<file path="src/rtl/clamp_pkg.sv">
package clamp_pkg;
  typedef enum logic [1:0] {
    ST_IDLE  = 2'd0,
    ST_WAIT  = 2'd1,
    ST_PULSE = 2'd2
  } clampState_t;

  typedef struct packed {
    logic capture;      // latch configuration
    logic loadDelay;    // counter <= delay input
    logic loadWidthIn;  // counter <= width input (zero delay)
    logic loadWidthHold;// counter <= captured width
    logic dec;          // counter decrement
  } clampStrobe_t;

  function automatic logic syncPosition(input logic [1:0] mode, input logic comp);
    return (mode == 2'b01) || ((mode == 2'b10) && comp);
  endfunction
endpackage

</file>
<file path="src/rtl/clamp_datapath.sv">
module clamp_datapath
  import clamp_pkg::*;
#(
  parameter int DELAY_BITS = 4,
  parameter int WIDTH_BITS = 6
) (
  input  logic                  clk,
  input  logic                  rstN,
  input  logic                  hDrive,
  input  logic                  vDrive,
  input  logic                  sepSync,
  input  logic [DELAY_BITS-1:0] delayCfg,
  input  logic [WIDTH_BITS-1:0] widthCfg,
  input  clampStrobe_t          strobe,
  output logic                  hRise,
  output logic                  hFall,
  output logic                  cntOne,
  output logic                  cfgDelayZero,
  output logic                  cfgWidthZero,
  output logic                  holdWidthZero,
  output logic                  vBlank
);
  localparam int CNT_BITS = (DELAY_BITS > WIDTH_BITS) ? DELAY_BITS : WIDTH_BITS;

  logic                  hPrev;
  logic [WIDTH_BITS-1:0] widthHold;
  logic [CNT_BITS-1:0]   cnt;

  assign hRise         = hDrive & ~hPrev;
  assign hFall         = ~hDrive & hPrev;
  assign cfgDelayZero  = (delayCfg == '0);
  assign cfgWidthZero  = (widthCfg == '0);
  assign holdWidthZero = (widthHold == '0);
  assign cntOne        = (cnt == CNT_BITS'(1));

  always_ff @(posedge clk or negedge rstN) begin
    if (!rstN) begin
      hPrev  <= 1'b0;
      vBlank <= 1'b0;
    end else begin
      hPrev  <= hDrive;
      vBlank <= vDrive & ~sepSync;
    end
  end

  always_ff @(posedge clk or negedge rstN) begin
    if (!rstN) widthHold <= '0;
    else if (strobe.capture) widthHold <= widthCfg;
  end

  always_ff @(posedge clk or negedge rstN) begin
    if (!rstN)                     cnt <= '0;
    else if (strobe.loadDelay)     cnt <= CNT_BITS'(delayCfg);
    else if (strobe.loadWidthIn)   cnt <= CNT_BITS'(widthCfg);
    else if (strobe.loadWidthHold) cnt <= CNT_BITS'(widthHold);
    else if (strobe.dec)           cnt <= cnt - CNT_BITS'(1);
  end

  // a decrement moves the counter down by exactly one
  p_count_down_r8: assert property (@(posedge clk) disable iff (!rstN)
    (strobe.dec && !strobe.loadDelay && !strobe.loadWidthIn && !strobe.loadWidthHold)
      |=> cnt == $past(cnt) - CNT_BITS'(1));

  // the captured width matches the input at the capture edge
  p_capture_r10: assert property (@(posedge clk) disable iff (!rstN)
    strobe.capture |=> widthHold == $past(widthCfg));
endmodule

</file>
<file path="src/rtl/clamp_control.sv">
module clamp_control
  import clamp_pkg::*;
(
  input  logic         clk,
  input  logic         rstN,
  input  logic [1:0]   posMode,
  input  logic         compPresent,
  input  logic         hRise,
  input  logic         hFall,
  input  logic         cntOne,
  input  logic         cfgDelayZero,
  input  logic         cfgWidthZero,
  input  logic         holdWidthZero,
  output clampStrobe_t strobe,
  output logic         pulseActive
);
  clampState_t stateR, stateNext;
  logic        trig;

  assign trig        = syncPosition(posMode, compPresent) ? hRise : hFall;
  assign pulseActive = (stateR == ST_PULSE);

  always_comb begin
    stateNext = stateR;
    strobe    = '0;
    if (trig) begin
      strobe.capture = 1'b1;
      if (!cfgDelayZero) begin
        stateNext        = ST_WAIT;
        strobe.loadDelay = 1'b1;
      end else if (!cfgWidthZero) begin
        stateNext          = ST_PULSE;
        strobe.loadWidthIn = 1'b1;
      end else begin
        stateNext = ST_IDLE;
      end
    end else begin
      unique case (stateR)
        ST_WAIT: begin
          if (cntOne) begin
            if (holdWidthZero) stateNext = ST_IDLE;
            else begin
              stateNext            = ST_PULSE;
              strobe.loadWidthHold = 1'b1;
            end
          end else strobe.dec = 1'b1;
        end
        ST_PULSE: begin
          if (cntOne) stateNext = ST_IDLE;
          else strobe.dec = 1'b1;
        end
        default: stateNext = ST_IDLE;
      endcase
    end
  end

  always_ff @(posedge clk or negedge rstN) begin
    if (!rstN) stateR <= ST_IDLE;
    else       stateR <= stateNext;
  end

  // a trigger with nonzero width always starts a new timing run
  p_trigger_starts_r8: assert property (@(posedge clk) disable iff (!rstN)
    (trig && !cfgWidthZero) |=> stateR != ST_IDLE);

  // zero delay puts the pulse right after the trigger edge
  p_zero_delay_r2: assert property (@(posedge clk) disable iff (!rstN)
    (trig && cfgDelayZero && !cfgWidthZero) |=> pulseActive);

  // zero width with zero delay gives no pulse
  p_zero_width_r9: assert property (@(posedge clk) disable iff (!rstN)
    (trig && cfgDelayZero && cfgWidthZero) |=> !pulseActive);
endmodule

</file>
<file path="src/rtl/clamp_pulse_gen.sv">
module clamp_pulse_gen
  import clamp_pkg::*;
#(
  parameter int DELAY_BITS = 4,
  parameter int WIDTH_BITS = 6
) (
  input  logic                  clk,
  input  logic                  rstN,
  input  logic                  hDrive,
  input  logic                  vDrive,
  input  logic [1:0]            posMode,
  input  logic                  compPresent,
  input  logic                  sepSync,
  input  logic [DELAY_BITS-1:0] delayCfg,
  input  logic [WIDTH_BITS-1:0] widthCfg,
  output logic                  clampPos,
  output logic                  clampNeg
);
  clampStrobe_t strobe;
  logic hRise, hFall, cntOne, cfgDelayZero, cfgWidthZero, holdWidthZero;
  logic vBlank, pulseActive;

  clamp_datapath #(.DELAY_BITS(DELAY_BITS), .WIDTH_BITS(WIDTH_BITS)) i_datapath (
    .clk(clk), .rstN(rstN), .hDrive(hDrive), .vDrive(vDrive), .sepSync(sepSync),
    .delayCfg(delayCfg), .widthCfg(widthCfg), .strobe(strobe),
    .hRise(hRise), .hFall(hFall), .cntOne(cntOne), .cfgDelayZero(cfgDelayZero),
    .cfgWidthZero(cfgWidthZero), .holdWidthZero(holdWidthZero), .vBlank(vBlank)
  );

  clamp_control i_control (
    .clk(clk), .rstN(rstN), .posMode(posMode), .compPresent(compPresent),
    .hRise(hRise), .hFall(hFall), .cntOne(cntOne), .cfgDelayZero(cfgDelayZero),
    .cfgWidthZero(cfgWidthZero), .holdWidthZero(holdWidthZero),
    .strobe(strobe), .pulseActive(pulseActive)
  );

  assign clampPos = pulseActive & ~vBlank;
  assign clampNeg = ~clampPos;

  // vertical drive on a composite/video source blanks the next cycle
  p_vblank_r6: assert property (@(posedge clk) disable iff (!rstN)
    (vDrive && !sepSync) |=> !clampPos);
endmodule

</file>
<file path="config.mk">
export PLATFORM = sky130hd
export DESIGN_NAME = clamp_pulse_gen
export DESIGN_NICKNAME = d
export VERILOG_FILES = /design/src/rtl/clamp_pkg.sv /design/src/rtl/clamp_datapath.sv /design/src/rtl/clamp_control.sv /design/src/rtl/clamp_pulse_gen.sv
export SDC_FILE = /design/constraint.sdc
export NUM_CORES = 1
export LEC_CHECK = 0
export ABC_CLOCK_PERIOD_IN_PS = 5450
export BUFFER_PORTS_ARGS = -buffer_cell sky130_fd_sc_hd__buf_4
export CORE_UTILIZATION = 58
export DETAILED_ROUTE_END_ITERATION = 7
export PLACE_DENSITY_LB_ADDON = 0.1
export SLEW_MARGIN = 5
export SYNTH_ARGS = -nofsm -noshare
export SYNTH_HDL_FRONTEND = slang
export SYNTH_SLANG_ARGS = --single-unit
</file>
<file path="constraint.sdc">
create_clock -name clk -period 5.45 [get_ports clk]
set_input_delay 0.545 -clock clk [delete_from_list [all_inputs] [get_ports clk]]
set_output_delay 0.545 -clock clk [all_outputs]
set_load 0.1 [all_outputs]
</file>
==> impl_metrics.yaml, run 1 <==
sta:
  drv_slew: 0
  hold_viol: 0
  skew_ps: 7.15
  rsz0062_at_grt: "no"
  fin_crit_sh_pct: 49.3
  fin_ws_ps: 2760
  finalSetupTns_ps: 0
  relSlewSlack_pct: 56.4
  timing.fmax_mhz: 372
  worst_slew_pin_slew_ps: 651
  min_period_ps: 2690
  setup_viol: 0
worst_setup_path:
  regToRegSetupSlack_ps: 2770
  cp_cell_sequence: "buf_4, or4_1, or2_2, or3_1, a211oi_2, a21oi_1, a32o_1"
  arrival_ps: 2860
  critical_path_peak_fanout: 11
  critical_path_class: "input pin to flop"
  slowest_stage: "a211oi_2"
  end_kind: "flop"
  crit_path_start_kind: "input pin"
  crit_path_max_incr_delay_ps: 600
  crit_required_ps: 5620
placement:
  place_congestion: 0.964
  numPortBuffers: 19
  dp_hpwl_um: 2080
  place_ws_ps: 2490
power:
  vdd_ir_drop_max_v: 0.000184
  pwr_density_cell_nw_per_um2: 382
  leakagePower_nw: 0.562
detailed_routing:
  via_per_inst: 6.11
  antenna_left: 0
  first_iter_violations: 31
  drtPass1Iterations: 4
  num_vias: 1008
  wl_um: 2610
  routedWlPerCell_um: 15.8
  drc: 0
job:
  max-cap-violations: 0
layout:
  num_antenna_cells: 0
  drive_gt1_share_pct: 21.4
  syn2layout_area_growth_pct: 16.8
  fin_nets: 164
synth:
  yosysTopAreaCell: "dfrtp_1"
  yosysTopAreaCellShare_pct: 37.8
  synthCells: 122
  synth_nets: 144
  yosys_warnings: 0
  synth-edff-count: 0
  seq_area_frac_synth_pct: 37.8
  yosysUniqueCellTypes: 40
  synth_commonest_cells: "nand2_1, dfrtp_1, a21oi_1, nor2_1, inv_1"
  synth_area_um2: 1060
  synth_seq_cells: 16
  synth_most_common_cell: "nand2_1"
  avgSynthCellArea_um2: 8.69
  async_reset_ff_share_pct: 100
  synthTopCellsByArea: "dfrtp_1, nand2_1, ha_1"
  synth_ff_type: "dfrtp_1"
global_route:
  grt_first_pass_wirelength_um: 4090
  grt_overflow: 0
  grt_max_degree: 17
  grt.total_usage_pct: 28.9
  grt_pass1_vias: 958
  antenna_found_initial: 0
run_status:
  status: "finished, final reports clean"
floorplanning:
  fp.dieH_um: 44.7
  start_util_pct: 61.4
  die_w_um: 44.7
  core_um2: 1730
  row_count: 15
  ios: 20
  dieArea_um2: 2000
clock_network:
  post_cts_resized: 0
  postCtsSetupBuffers: 0
  hold_buffers: 0
  clkTransAtPathRegs_ps: 90
  cts_tree: "yes"
  clk_latency_ps: 290
  clockRootBuffer: "clkbuf_4"
  cts.path.max_buffers: 2
  h-tree-depth: 1
  clock_sinks: 16
  cts_buffers: 3
hold_path:
  hp-class: "input pin to async pin"
-- state kept, by name (all words and copies together) (netlist names) --
name	flops
i_datapath.cnt	6
i_datapath.hPrev	1
i_datapath.vBlank	1
i_control.stateR	2
i_datapath.widthHold	6
-- per-stage QoR --
stage	util [%]	power (mW)	hold slack, ps	area [um2]	cells
final	71.7	0.472	95.7	1240	165
after global routing	71.7	0.498	110	1240	165
after CTS	71.7	0.470	97.6	1240	165
after detailed placement	70.4	0.407	413	1210	162
after global placement	70.4	0.397	411	1210	162
after floorplan	-	0.348	249	1060	122
-- final timing paths --
check,start,endpoint,cells after the start
worst max-delay path,widthCfg[1],i_datapath.cnt[4],7
worst min-delay path,rstN,i_datapath.cnt[2],1
worst max register to register,i_datapath.widthHold[1],i_datapath.cnt[4],6
worst min register to register,i_datapath.widthHold[4],i_datapath.widthHold[4],2
max in group asynchronous,rstN,i_datapath.widthHold[5],1
min in group clk,hDrive,i_datapath.hPrev,1
-- metal layers --
metal,track usage (%),share of wire (%)
met5,0,0
met4,13.9,2.4
met3,2.40,6.1
met2,51.5,51
met1,35.0,40
-- layout make-up --
| cell class | instances | area, um2 |
|---|---|---|
| Multi-Input combinational cell | 97 | 622 |
| Clock buffer | 3 | 22.5 |
| Tap cell | 25 | 31.3 |
| Inverter | 5 | 18.8 |
| Fill cell | 155 | 489 |
| Sequential cell | 16 | 400 |
| Timing Repair Buffer | 19 | 143 |
-- power by group --
part	internal, mW	switching (mW)
Clock	0.0257	0.0354
Combinational	0.103	0.122
Sequential	0.151	0.0344
Total	0.280	0.192
-- critical path, delay by kind of cell --
kind / cells / cell delay [ps]
and+or+nand+nor: 3 / 1170
AOI/OAI and AO/OA: 3 / 1010
buffers and inverters: 1 / 120
-- placed cells by master, fill, tap and decap left out, types with 2 or more instances in the layout --
| cell | n |
|---|---|
| a211o_1 | 2 |
| a21oi_1 | 9 |
| a22oi_1 | 2 |
| ha_1 | 4 |
| dfrtp_1 | 16 |
| o21ai_0 | 4 |
| o31ai_1 | 2 |
| a211oi_1 | 2 |
| inv_1 | 5 |
| or2_2 | 3 |
| nor2_1 | 8 |
| xor2_1 | 3 |
| nor3_1 | 4 |
| nand2_1 | 23 |
| o31a_1 | 2 |
| or4_1 | 4 |
| clkbuf_4 | 3 |
| buf_4 | 19 |
| nand2b_1 | 3 |
| nor4_1 | 2 |
-- logic make-up after synthesis --
logic type | after synthesis | share of synthesized area [%]
mux | 2 | 2.01
compound gates | 31 | 20.0
xor+xnor | 4 | 3.31
fa+ha+maj | 4 | 4.72
simple gates | 56 | 28.7
buf+inv | 9 | 3.54
flops | 16 | 37.8
(Power assumes the default switching activity.)
==> run 2: changes to the inputs <==
--- a/config.mk
+++ b/config.mk
@@ -5,9 +5,9 @@
 export SDC_FILE = /design/constraint.sdc
 export NUM_CORES = 1
 export LEC_CHECK = 0
-export ABC_CLOCK_PERIOD_IN_PS = 5450
+export ABC_CLOCK_PERIOD_IN_PS = 2700
 export BUFFER_PORTS_ARGS = -buffer_cell sky130_fd_sc_hd__buf_4
-export CORE_UTILIZATION = 58
+export CORE_UTILIZATION = 54
 export DETAILED_ROUTE_END_ITERATION = 7
 export PLACE_DENSITY_LB_ADDON = 0.1
 export SLEW_MARGIN = 5
==> constraint.sdc (replaced) <==
create_clock -name clk -period 2.7 [get_ports clk]
set_input_delay 0.27 -clock clk [delete_from_list [all_inputs] [get_ports clk]]
set_output_delay 0.27 -clock clk [all_outputs]
set_load 0.1 [all_outputs]
==> run 2 against run 1 <==
- register-to-register slack worse by 2500 ps
- non-clock buffer count is 3 higher
- combinational power up 110%
==> impl_metrics.yaml, run 2 (synthesis results as in run 1) <==
power:
  power_switching_uw: 400
  pwr_density_cell_nw_per_um2: 770
  p_comb_share_pct: 48.0
  switching_share_pct: 40.9
  leakagePower_nw: 0.576
  power_uw: 976
  vdd_ir_drop_max_v: 0.000458
  pwr-share-seq_pct: 38.7
  p_int_uw: 577
  p_clk_share_pct: 13.3
sta:
  fin_crit_sh_pct: 91.1
  worst_slew_pin_slew_ps: 613
  relSlewSlack_pct: 58.8
  holdWs_ps: 106
  skew_ps: 1.87
  min_period_ps: 2460
  hold_viol: 0
  drv_slew: 0
  rsz0062_at_grt: "no"
  finalSetupTns_ps: 0
  setup_viol: 0
  timing.fmax_mhz: 407
clock_network:
  clockRootBuffer: "clkbuf_4"
  h-tree-depth: 1
  clkTransAtPathRegs_ps: 100
  cts.path.max_buffers: 2
  clock_sinks: 16
  cts_buffers: 3
  cts_tree: "yes"
  clk_latency_ps: 280
layout:
  fin_nets: 167
  layout_common_cells: "nand2_1, buf_4, dfrtp_1, a21oi_1, nor2_1"
  final_common_cell: "nand2_1"
  design_area_um2: 1270
  num_antenna_cells: 0
  multi_input_area_um2: 627
  drive_gt1_share_pct: 23.1
  reg_top3: "i_datapath.cnt x6, i_datapath.widthHold x6, i_control.stateR x2"
  seq_area_um2: 400
  fillCellCount: 129
  syn2layout_area_growth_pct: 19.6
floorplanning:
  die_w_um: 46.3
  dieArea_um2: 2140
  fp.dieH_um: 46.3
  row_count: 15
  core_um2: 1780
  ios: 20
  start_util_pct: 59.4
worst_setup_path:
  r2r_end: "i_datapath.cnt[5]"
  crit_start: "i_datapath.cnt[2]"
  regToRegStartpoint: "i_datapath.cnt[2]"
  crit_family: "simple AND/OR/NAND/NOR gates"
  cp.depth: 6
  cp_cell_sequence: "or3_4, or3b_4, nor4_4, nor3_1, or4_1, o21ai_1"
  critical_path_class: "flop to flop"
  crit_end: "i_datapath.cnt[5]"
  crit_path_max_incr_delay_ps: 440
  critical_path_peak_fanout: 7
  regToRegSetupSlack_ps: 240
  end_kind: "flop"
  crit_path_start_kind: "flop"
  r2r_cells: 6
  critPathBufInv: 0
  arrival_ps: 2670
  crit_required_ps: 2910
  slowest_stage: "dfrtp_1"
detailed_routing:
  drtPass1Iterations: 4
  num_vias: 1045
  wl_um: 2720
  via_per_inst: 6.22
  first_iter_violations: 70
  drc: 0
  antenna_left: 0
  routedWlPerCell_um: 16.2
placement:
  place_area_um2: 1230
  place_congestion: 0.909
  numPortBuffers: 19
  dp_hpwl_um: 2070
run_status:
  status: "finished, final reports clean"
global_route:
  grt_max_degree: 17
  grt_first_pass_wirelength_um: 4430
  grt_overflow: 0
  grt_pass1_vias: 1033
  antenna_found_initial: 0
  grt.total_usage_pct: 29.3
hold_path:
  hp-start: "hDrive"
  hp-class: "input pin to flop"
job:
  max-cap-violations: 0
[run 2: timing repair]
action / in CTS / in global routing
endpoints found under the setup margin: 0 / 2
buffers inserted: 0 / 0
hold buffers: 1 / 0
gates resized for setup: 0 / 1
endpoints found under the hold margin: 16 / 0
[run 2: how the worst min path moves through the flow]
stage          cells after the start                  end  slack (ps)
2_1_floorplan                      0  i_control.stateR[0]         -30
3_3_place_gp                       1  i_control.stateR[1]         140
3_5_place_dp                       1  i_control.stateR[1]         140
4_1_cts                            1     i_datapath.hPrev         110
5_1_grt                            1     i_datapath.hPrev         100
6_report                           1     i_datapath.hPrev         110
[run 2: power groups by stage]
stage / clock network, mW / registers [mW] / logic (mW)
after floorplan: 0 / 0.360 / 0.343
after global placement: 0 / 0.374 / 0.439
after detailed placement: 0 / 0.380 / 0.449
after CTS: 0.126 / 0.376 / 0.456
after global routing: 0.135 / 0.386 / 0.516
final: 0.130 / 0.378 / 0.469
[run 2: metal layers]
metal,global-route usage (%),routed length [um],up-vias
met2,49.4,1300,69
met3,4.71,207,25
li1,-,-,481
met4,17.1,136,0
met5,0,0,-
met1,34.3,1070,470
[run 2: layout make-up]
type / count / share of cell area, %
clock buffers: 3 / 1.78
inverters: 5 / 1.48
flip-flops and latches: 16 / 31.6
multi-input cells: 97 / 49.5
repair buffers: 22 / 13.2
well taps: 25 / 2.47
[run 2: through the flow]
step,util (%),instances,worst slack (ps)
after floorplan,-,122,407
after global placement,69.0,164,263
after detailed placement,69.0,164,199
after CTS,70.8,168,176
after global routing,71.1,168,101
final,71.1,168,241
==> run 3: changes to the inputs <==
--- a/config.mk
+++ b/config.mk
@@ -5,9 +5,10 @@
 export SDC_FILE = /design/constraint.sdc
 export NUM_CORES = 1
 export LEC_CHECK = 0
+export ABC_AREA = 1
 export ABC_CLOCK_PERIOD_IN_PS = 2700
 export BUFFER_PORTS_ARGS = -buffer_cell sky130_fd_sc_hd__buf_4
-export CORE_UTILIZATION = 54
+export CORE_UTILIZATION = 55
 export DETAILED_ROUTE_END_ITERATION = 7
 export PLACE_DENSITY_LB_ADDON = 0.1
 export SLEW_MARGIN = 5
==> run 3 against run 2 <==
- count of clock-buffer cells in the layout rose by 1
- flip-flop and latch count did not move
- global-route usage fell by 3.8 points
- critical endpoint is now clampPos
- largest power group unchanged
- highest routed layer unchanged
==> impl_metrics.yaml, run 3 <==
run_status:
  status: "finished, final reports clean"
synth:
  synth_most_common_cell: "nand2_1"
  synth_ff_type: "dfrtp_1"
  synthTopCellsByArea: "dfrtp_1, nand2_1, inv_1"
  yosysTopAreaCell: "dfrtp_1"
  synth_area_um2: 1230
  yosysTopAreaCellShare_pct: 32.5
  async_reset_ff_share_pct: 100
  synth_nets: 196
  synth_commonest_cells: "nand2_1, inv_1, nand3_1, nor2_1, dfrtp_1"
  synthCells: 174
  yosys_warnings: 0
  synth-edff-count: 0
  seq_area_frac_synth_pct: 32.5
  avgSynthCellArea_um2: 7.08
  synth_seq_cells: 16
  yosysUniqueCellTypes: 22
detailed_routing:
  drc: 0
  wl_um: 2710
  via_per_inst: 5.26
  num_vias: 1172
  antenna_left: 0
  drtPass1Iterations: 4
  routedWlPerCell_um: 12.1
  first_iter_violations: 39
power:
  p_clk_share_pct: 17.4
  pwr-share-seq_pct: 38.1
  vdd_ir_drop_max_v: 0.000425
  p_comb_share_pct: 44.5
  p_int_uw: 557
  leakagePower_nw: 0.804
  switching_share_pct: 42.4
  pwr_density_cell_nw_per_um2: 672
  power_switching_uw: 411
layout:
  design_area_um2: 1440
  layout_common_cells: "nand2_1, inv_1, nand3_1, buf_4, nor2_1"
  num_antenna_cells: 0
  fin_nets: 219
  final_common_cell: "nand2_1"
  drive_gt1_share_pct: 20.9
  reg_top3: "i_datapath.cnt x6, i_datapath.widthHold x6, i_control.stateR x2"
  fillCellCount: 184
  syn2layout_area_growth_pct: 17.0
sta:
  worst_slew_pin_slew_ps: 263
  relSlewSlack_pct: 82.4
  setup_viol: 0
  fin_crit_sh_pct: 62.0
  finalSetupTns_ps: 0
  timing.fmax_mhz: 597
  drv_slew: 0
  hold_viol: 0
  skew_ps: 11.8
  rsz0062_at_grt: "no"
  min_period_ps: 1680
worst_setup_path:
  critical_path_class: "flop to primary output"
  crit_path_max_incr_delay_ps: 390
  regToRegStartpoint: "i_datapath.cnt[1]"
  r2r_cells: 9
  slowest_stage: "dfrtp_1"
  r2r_end: "i_datapath.cnt[1]"
  regToRegSetupSlack_ps: 1150
  crit_path_start_kind: "flop"
  crit_family: "buffers and inverters"
  crit_required_ps: 2430
  critical_path_peak_fanout: 2
  end_kind: "primary output"
  cp_cell_sequence: "inv_1, ha_1, inv_1, nor2_2, buf_4"
  arrival_ps: 1410
  critPathBufInv: 3
  worst_path_most_repeated_cell: "inv_1"
global_route:
  grt_first_pass_wirelength_um: 4660
  grt.busiest_layer: "met2"
  grt_pass1_vias: 1131
  grtUsageMet1_pct: 29.7
  grt_overflow: 0
  grt.total_usage_pct: 25.4
  use_met2_pct: 43.8
  antenna_found_initial: 0
  grt_max_degree: 21
  grt_util_met3_pct: 4.98
hold_path:
  hold_end: "i_datapath.hPrev"
  hp-start: "hDrive"
  min_path_cells: 1
  hp-class: "input pin to flop"
clock_network:
  clkTransAtPathRegs_ps: 110
  clockRootBuffer: "clkbuf_4"
  postCtsSetupBuffers: 0
  h-tree-depth: 1
  cts_buffers: 3
  clk_latency_ps: 310
  cts_tree: "yes"
  clock_sinks: 16
  hold_buffers: 1
  post_cts_resized: 0
  cts.path.max_buffers: 2
floorplanning:
  row_count: 16
  core_um2: 2040
  die_w_um: 49.3
  ios: 20
  start_util_pct: 60.3
  dieArea_um2: 2430
  fp.dieH_um: 49.3
placement:
  place_area_um2: 1390
  numPortBuffers: 19
  dp_hpwl_um: 2140
  place_congestion: 0.880
job:
  max-cap-violations: 0
-- run 3: final cells by class --
class,count,area [um2],share of cell area (%)
inverter,31,116,8.08
multi-input combinational,125,701,48.7
timing repair buffer,20,153,10.6
sequential,16,400,27.8
tap,27,33.8,2.35
clock buffer,4,36.3,2.52
-- run 3: how the worst max path moves through the flow --
stage / from / to / cells after the start
floorplan: i_control.stateR[0] / clampNeg / 5
global placement: i_datapath.cnt[1] / i_datapath.cnt[1] / 9
detailed placement: i_datapath.cnt[1] / i_datapath.cnt[1] / 9
CTS: i_control.stateR[0] / clampPos / 5
global route: i_control.stateR[0] / clampPos / 5
finish: i_control.stateR[0] / clampPos / 5
-- run 3: layer usage --
layer / vias to the layer above / share of wire [%] / routed length [um]
met5: - / 0 / 0
li1: 586 / - / -
met1: 550 / 44 / 1180
met3: 6 / 4.0 / 108
met4: 0 / 1.6 / 44
met2: 30 / 51 / 1370
-- run 3: power groups by stage --
stage                     sequential, mW  combinational, mW  clock, mW
after floorplan                    0.356              0.334          0
after global placement             0.372              0.410          0
after detailed placement           0.373              0.426          0
after CTS                          0.368              0.430      0.172
after global routing               0.378              0.485      0.180
final                              0.369              0.430      0.169
-- run 3: stage by stage --
stage                     hold slack [ps]  power, mW  worst slack, ps  util [%]  cells
after floorplan                     -25.6      0.690              295         -    174
after global placement                140      0.781             1240      68.3    218
after detailed placement              144      0.798             1180      68.3    218
after CTS                            81.7      0.969             1000      70.5    223
after global routing                 80.3       1.04              913      70.5    223
final                                83.0      0.968             1020      70.5    223
-- run 3: cells by family (layout without fill, tap and decap cells) --
group	after synthesis	in the layout	share of synthesized area, %
AOI/OAI and AO/OA	14	14	8.23
xor gates and xnor gates	4	4	2.85
adders and majority gates	4	4	4.07
buffers and inverters	33	55	10.8
DFF	16	16	32.5
and+or+nand+nor	103	103	41.6
